## src/rtl/rxbuf_pkg.sv

```systemverilog
package rxbuf_pkg;
  localparam int unsigned NBANK = 2;

  // bank that follows `cur`; a single-bank setup always stays on bank 0
  function automatic logic next_bank(input logic cur, input logic dual);
    return dual ? ~cur : 1'b0;
  endfunction
endpackage

```

## src/rtl/rxbuf_fill.sv

```systemverilog
module rxbuf_fill
  import rxbuf_pkg::*;
#(
  parameter int unsigned DEPTH = 64,
  parameter int unsigned DW    = 8,
  localparam int unsigned AW   = $clog2(DEPTH),
  localparam int unsigned CW   = $clog2(DEPTH) + 1
) (
  input  logic             clk,
  input  logic             rst_n,
  input  logic             cfg_dual,
  input  logic             in_valid,
  input  logic [DW-1:0]    in_data,
  input  logic             in_eop,
  input  logic [NBANK-1:0] bank_full,
  output logic             hs_valid,
  output logic             hs_ack,
  output logic             wr_en,
  output logic             wr_bank,
  output logic [AW-1:0]    wr_addr,
  output logic [DW-1:0]    wr_data,
  output logic             done,
  output logic             done_bank,
  output logic [CW-1:0]    done_cnt
);
  logic          busy, keep, fptr;
  logic [CW-1:0] wcnt, cnt_nxt;
  logic          start, free, active, live, room;

  assign start   = !busy && (in_valid || in_eop);
  assign free    = !bank_full[fptr];
  assign active  = busy || start;
  assign live    = active && (busy ? keep : free);
  assign room    = wcnt < CW'(DEPTH);

  assign hs_valid  = start;
  assign hs_ack    = free;
  assign wr_en     = live && in_valid && room;
  assign wr_bank   = fptr;
  assign wr_addr   = wcnt[AW-1:0];
  assign wr_data   = in_data;
  assign cnt_nxt   = wcnt + CW'(wr_en);
  assign done      = live && in_eop;
  assign done_bank = fptr;
  assign done_cnt  = cnt_nxt;

  always_ff @(posedge clk or negedge rst_n) begin
    if (!rst_n) begin
      busy <= 1'b0;
      keep <= 1'b0;
      fptr <= 1'b0;
      wcnt <= '0;
    end else if (active && in_eop) begin
      busy <= 1'b0;
      wcnt <= '0;
      if (live) fptr <= next_bank(fptr, cfg_dual);
    end else if (start) begin
      busy <= 1'b1;
      keep <= free;
      wcnt <= cnt_nxt;
    end else if (busy) begin
      wcnt <= cnt_nxt;
    end
  end
endmodule

```

## src/rtl/rxbuf_store.sv

```systemverilog
module rxbuf_store
  import rxbuf_pkg::*;
#(
  parameter int unsigned DEPTH = 64,
  parameter int unsigned DW    = 8,
  localparam int unsigned AW   = $clog2(DEPTH)
) (
  input  logic          clk,
  input  logic          wr_en,
  input  logic          wr_bank,
  input  logic [AW-1:0] wr_addr,
  input  logic [DW-1:0] wr_data,
  input  logic          rd_bank,
  input  logic [AW-1:0] rd_addr,
  output logic [DW-1:0] rd_data
);
  logic [DW-1:0] bank_q [NBANK];

  for (genvar b = 0; b < NBANK; b++) begin : g_bank
    logic [DW-1:0] mem [DEPTH];
    always_ff @(posedge clk) begin
      if (wr_en && (wr_bank == 1'(b))) mem[wr_addr] <= wr_data;
    end
    assign bank_q[b] = mem[rd_addr];
  end

  assign rd_data = bank_q[rd_bank];
endmodule

```

## src/rtl/rxbuf_view.sv

```systemverilog
module rxbuf_view
  import rxbuf_pkg::*;
#(
  parameter int unsigned DEPTH = 64,
  localparam int unsigned AW   = $clog2(DEPTH),
  localparam int unsigned CW   = $clog2(DEPTH) + 1
) (
  input  logic             clk,
  input  logic             rst_n,
  input  logic             cfg_dual,
  input  logic             done,
  input  logic             done_bank,
  input  logic [CW-1:0]    done_cnt,
  input  logic             rx_clr,
  input  logic             own_clr,
  input  logic             pop,
  output logic [NBANK-1:0] bank_full,
  output logic             view,
  output logic [AW-1:0]    rd_idx,
  output logic             own,
  output logic [CW-1:0]    byte_cnt,
  output logic             rx_flag,
  output logic             out_valid
);
  logic [CW-1:0]    cnt [NBANK];
  logic [NBANK-1:0] full_n;
  logic             view_n, rel, take, rx_set;

  assign own       = bank_full[view];
  assign byte_cnt  = cnt[view];
  assign out_valid = own && (byte_cnt != '0);
  assign take      = out_valid && pop;
  assign rel       = own_clr && own;
  assign view_n    = rel ? next_bank(view, cfg_dual) : view;

  always_comb begin
    full_n = bank_full;
    if (rel)  full_n[view] = 1'b0;
    if (done) full_n[done_bank] = 1'b1;
  end

  // a bank becomes visible: either it fills while the view is empty,
  // or the view moves onto a bank that is already full
  assign rx_set = full_n[view_n] && (!own || rel);

  always_ff @(posedge clk or negedge rst_n) begin
    if (!rst_n) begin
      bank_full <= '0;
      view      <= 1'b0;
      rd_idx    <= '0;
      rx_flag   <= 1'b0;
      for (int b = 0; b < NBANK; b++) cnt[b] <= '0;
    end else begin
      bank_full <= full_n;
      view      <= view_n;
      rx_flag   <= rx_set || (rx_flag && !rx_clr);
      if (done) cnt[done_bank] <= done_cnt;
      if (rel) begin
        cnt[view] <= '0;
        rd_idx    <= '0;
      end else if (take) begin
        cnt[view] <= cnt[view] - CW'(1);
        rd_idx    <= rd_idx + AW'(1);
      end
    end
  end
endmodule

```

## src/rtl/usb_rx_bank_buf.sv

```systemverilog
module usb_rx_bank_buf
  import rxbuf_pkg::*;
#(
  parameter int unsigned DEPTH = 64,
  parameter int unsigned DW    = 8,
  localparam int unsigned AW   = $clog2(DEPTH),
  localparam int unsigned CW   = $clog2(DEPTH) + 1
) (
  input  logic          clk,
  input  logic          rst_n,
  input  logic          cfg_dual,
  input  logic          rx_ie,
  input  logic          in_valid,
  input  logic [DW-1:0] in_data,
  input  logic          in_eop,
  output logic          hs_valid,
  output logic          hs_ack,
  output logic          rx_flag,
  input  logic          rx_clr,
  output logic          own,
  input  logic          own_clr,
  output logic [CW-1:0] byte_cnt,
  output logic          out_valid,
  output logic [DW-1:0] out_data,
  input  logic          out_ready,
  output logic          irq
);
  logic [NBANK-1:0] bank_full;
  logic             wr_en, wr_bank, done, done_bank, view;
  logic [AW-1:0]    wr_addr, rd_idx;
  logic [DW-1:0]    wr_data;
  logic [CW-1:0]    done_cnt;

  rxbuf_fill #(.DEPTH(DEPTH), .DW(DW)) u_fill (
    .clk(clk), .rst_n(rst_n), .cfg_dual(cfg_dual),
    .in_valid(in_valid), .in_data(in_data), .in_eop(in_eop),
    .bank_full(bank_full), .hs_valid(hs_valid), .hs_ack(hs_ack),
    .wr_en(wr_en), .wr_bank(wr_bank), .wr_addr(wr_addr), .wr_data(wr_data),
    .done(done), .done_bank(done_bank), .done_cnt(done_cnt)
  );

  rxbuf_store #(.DEPTH(DEPTH), .DW(DW)) u_store (
    .clk(clk), .wr_en(wr_en), .wr_bank(wr_bank), .wr_addr(wr_addr),
    .wr_data(wr_data), .rd_bank(view), .rd_addr(rd_idx), .rd_data(out_data)
  );

  rxbuf_view #(.DEPTH(DEPTH)) u_view (
    .clk(clk), .rst_n(rst_n), .cfg_dual(cfg_dual),
    .done(done), .done_bank(done_bank), .done_cnt(done_cnt),
    .rx_clr(rx_clr), .own_clr(own_clr), .pop(out_ready),
    .bank_full(bank_full), .view(view), .rd_idx(rd_idx), .own(own),
    .byte_cnt(byte_cnt), .rx_flag(rx_flag), .out_valid(out_valid)
  );

  assign irq = rx_flag && rx_ie;
endmodule

```

## config.mk

```make
export PLATFORM = sky130hd
export DESIGN_NAME = usb_rx_bank_buf
export DESIGN_NICKNAME = d
export VERILOG_FILES = /design/src/rtl/rxbuf_pkg.sv /design/src/rtl/rxbuf_fill.sv /design/src/rtl/rxbuf_store.sv /design/src/rtl/rxbuf_view.sv /design/src/rtl/usb_rx_bank_buf.sv
export SDC_FILE = /design/constraint.sdc
export NUM_CORES = 1
export LEC_CHECK = 0
export BUFFER_PORTS_ARGS = -buffer_cell sky130_fd_sc_hd__buf_2
export CAP_MARGIN = 25
export CORE_UTILIZATION = 50
export DETAILED_ROUTE_END_ITERATION = 16
export GPL_TIMING_DRIVEN = 1
export PLACE_DENSITY = 0.65
export SLEW_MARGIN = 20
export SYNTH_ARGS = -nofsm -noshare
export SYNTH_HDL_FRONTEND = slang
export SYNTH_SLANG_ARGS = --single-unit
```

## constraint.sdc

```tcl
create_clock -name clk -period 3.2 [get_ports clk]
set_clock_uncertainty 0.15 [all_clocks]
set_input_delay 0.48 -clock clk [delete_from_list [all_inputs] [get_ports clk]]
set_output_delay 0.48 -clock clk [all_outputs]
set_load 0.01 [all_outputs]
```

==> metrics <==
final wirelength 107000 µm; Final min period 3.96 ns; area of the multi-input gates 0.0102 mm²; Slew Viols, Final 0; internal power 27.7 mW; nets 2593; initial DRC count 2464; Setup TNS -5.69 ns; cell row count 106; Hold Fails Final Rpt 0; # diodes 0; register area share after synthesis 0.751; total power 38.0 mW; Net Switching 10.3 mW; Switching Share 0.271; Yosys top cell by area edfxtp_1; synthesized cell area 0.0421 mm²; Crit path required time 2.57 ns; post-synthesis async set-or-reset flop share 0.0321; Worst Reg2Reg Path Length in Cells 10; max-cap violation count 0; routability-driven placement congestion ratio 0.901; VDD IR-drop max 0.000442 V; final instance area 0.0504 mm²; Post-synth EDFFs 1024; synth top area cells edfxtp_1 (73%), mux4_2 (10%), mux2i_1 (4.8%); 1st-pass router iterations 5; Tot GR Track Use 0.253; predominant post-synthesis flop cell edfxtp_1; most frequent cells after synthesis edfxtp_1 (1024), mux2i_1 (203), mux4_2 (195); Setup Viol. Count Final 8; synth warn 0; worst-path fanout max 14; area share of the largest cell type after synthesis 0.730; Hold Path Class input pin to flop; first-pass GRT wire length 156000 µm; maximum clock rate 253 MHz; CP endpoint kind output port; pin count of the biggest net entering global routing 76; initial core utilization 0.505; hold path depth 3; final setup margin -0.758 ns; internal reg-to-reg setup slack 0.17 ns; LEAKAGE 16.5 nW; FF+latch count, synth 1058; drt drc 0; Die Footprint 0.0854 mm²; failing checks negative setup slack; RSZ-0062 raised after global routing true; total placed instance area 0.0459 mm²; CTS tree yes; clk sinks 1058; crit-path cells buf_12 > buf_16 > buf_16 > mux4_2 > mux2i_1 > o21ai_0 > a221oi_2 > buf_4 > nor2_2 > buf_2; Netlist cell types 50; hold_sp in_valid; Die H 292 µm; Crit-path slowest cell mux4_2; Area growth, synth to finish 19.8%; Via-to-Cell Ratio 6.06; total gr overflow 0; clock root buffer master clkbuf_16; DP Wirelength 67500 µm; reg-to-reg startpoint u_view.view; Comb power frac 0.256; Hold Slack 0.0671 ns; Hold Path End u_fill.wcnt[1]; period utilization 1.24; Clk pwr share 0.334; register area 0.0316 mm²; status complete, but fails checks; reg2reg end u_view.rx_flag; vias after detailed routing 22600; actual slew at the worst max-slew pin 1.05 ns; crit path kind flop to output port; Crit path max-delay family buffers and inverters; CP peak stage delay 0.54 ns; filler instances 5808; worst skew pair latency 0.67 ns; syn avg cell area 19.2 µm²; number of port buffers 37; clock buffer depth 3; Startpoint Class flop; Power Dens Cells 753 mW/mm²; critical path data arrival time 3.33 ns; Die X 292 µm; WL/cell 28.6 µm; vias in the first global route 23000; Core ar. 0.0834 mm²; share of cells above drive strength 1 0.318; Synth Net Count 2215; Routed Antenna Nets 0; pre-CTS WS -0.527 ns; top-count cell post-synth edfxtp_1; crit-path most repeated cell buf_16; Reg clk slew, reported paths 0.06 ns; crit path buf inv count 5; CTS buffer count 106; post-synthesis cell count 2193; Seq pwr share 0.410; initial antenna violation count 1; H-Tree Depth 3; Worst slew margin 0.303; IO Pins 38
[power groups by stage]
stage	combinational, mW	sequential (mW)	clock [mW]
2_1_floorplan	5.41	15.7	0
3_5_place_dp	8.53	15.9	0
5_1_grt	10.2	15.6	13.4
3_3_place_gp	8.44	15.8	0
4_1_cts	9.27	15.6	12.9
6_report	9.72	15.6	12.7
[logic make-up (layout without fill, tap and decap cells)]
kind of cell,after synthesis,count (layout),synth area share
multiplexers,422,422,0.159
AND/OR/NAND/NOR,309,309,0.0319
flip-flops,1058,1058,0.751
XOR/XNOR,17,17,0.00354
adder cells (fa/ha/maj),5,5,0.00149
AO/OA/AOI/OAI,241,241,0.0370
buffers and inverters,141,604,0.0165
[tightest hold or removal path, stage by stage]
cell and delay [ns]:
buf_2 0.13, o21ai_0 0.16, a21oi_1 0.07
[sequential cells by signal, summed over array words and instances, names as in the netlist]
signal	count
u_store.g_bank.mem	1024
u_view.rx_flag	1
u_fill.done_bank	1
u_view.bank_full	2
u_view.rd_idx	6
u_view.view	1
u_fill.wcnt	7
u_fill.busy	1
u_fill.keep	1
u_view.cnt	14
[area by class of cell]
class / count / area share
Clock buffer: 128 / 0.0551
Multi-Input combinational cell: 994 / 0.201
Tap cell: 1080 / 0.0268
Sequential cell: 1058 / 0.627
Clock inverter: 65 / 0.0158
Timing Repair Buffer: 397 / 0.0731
Inverter: 14 / 0.00104
[stage by stage]
stage / instances / utilization
detailed placement: 3505 / 0.550
CTS: 3716 / 0.600
global placement: 3504 / 0.550
finish: 3736 / 0.605
global route: 3736 / 0.605
floorplan: 2193 / -
[worst max-delay path by stage]
| stage | startpoint | to | slack [ns] | depth (start not counted) |
|---|---|---|---|---|
| detailed placement | u_view.rd_idx[0] | out_data[3] | -0.53 | 9 |
| global placement | u_view.rd_idx[0] | out_data[3] | -0.55 | 9 |
| finish | u_view.rd_idx[0] | out_data[1] | -0.76 | 10 |
| CTS | u_view.rd_idx[0] | out_data[0] | -0.77 | 11 |
| global route | u_view.rd_idx[0] | out_data[3] | -0.83 | 10 |
| floorplan | u_fill.done_bank | u_store.g_bank[1].mem[55][0] | 0.39 | 8 |
[placed cells by master, fill, tap and decap left out, types with 14 or more instances in the layout]
master        n
edfxtp_1   1024
buf_4       306
mux4_2      195
mux2i_1     190
nor2_1      156
clkbuf_16   108
nand2_1      78
a21oi_1      46
a22oi_1      38
buf_12       32
o21ai_0      30
buf_2        29
dfrtp_1      28
a31oi_1      26
o211ai_1     26
mux2_2       23
clkinv_1     20
clkbuf_1     20
bufinv_16    17
o21ai_1      16
clkinv_2     16
inv_1        14
[repair_timing]
item | CTS | global route
setup buffers | 6 | 20
hold buffers | 6 | 0
gates cloned | 6 | 0
endpoints found under the hold margin | 45 | 0
gates resized for setup | 65 | 54
pin swaps | 12 | 7
setup endpoints to repair | 9 | 10
[metal layers]
layer,wire (µm),GRT usage,part of all wire
met5,0,0,0
met4,2980,0.0804,0.028
met3,8430,0.0391,0.079
met2,51900,0.409,0.49
met1,43400,0.355,0.41
No activity file was read; power rests on OpenSTA's default activity.
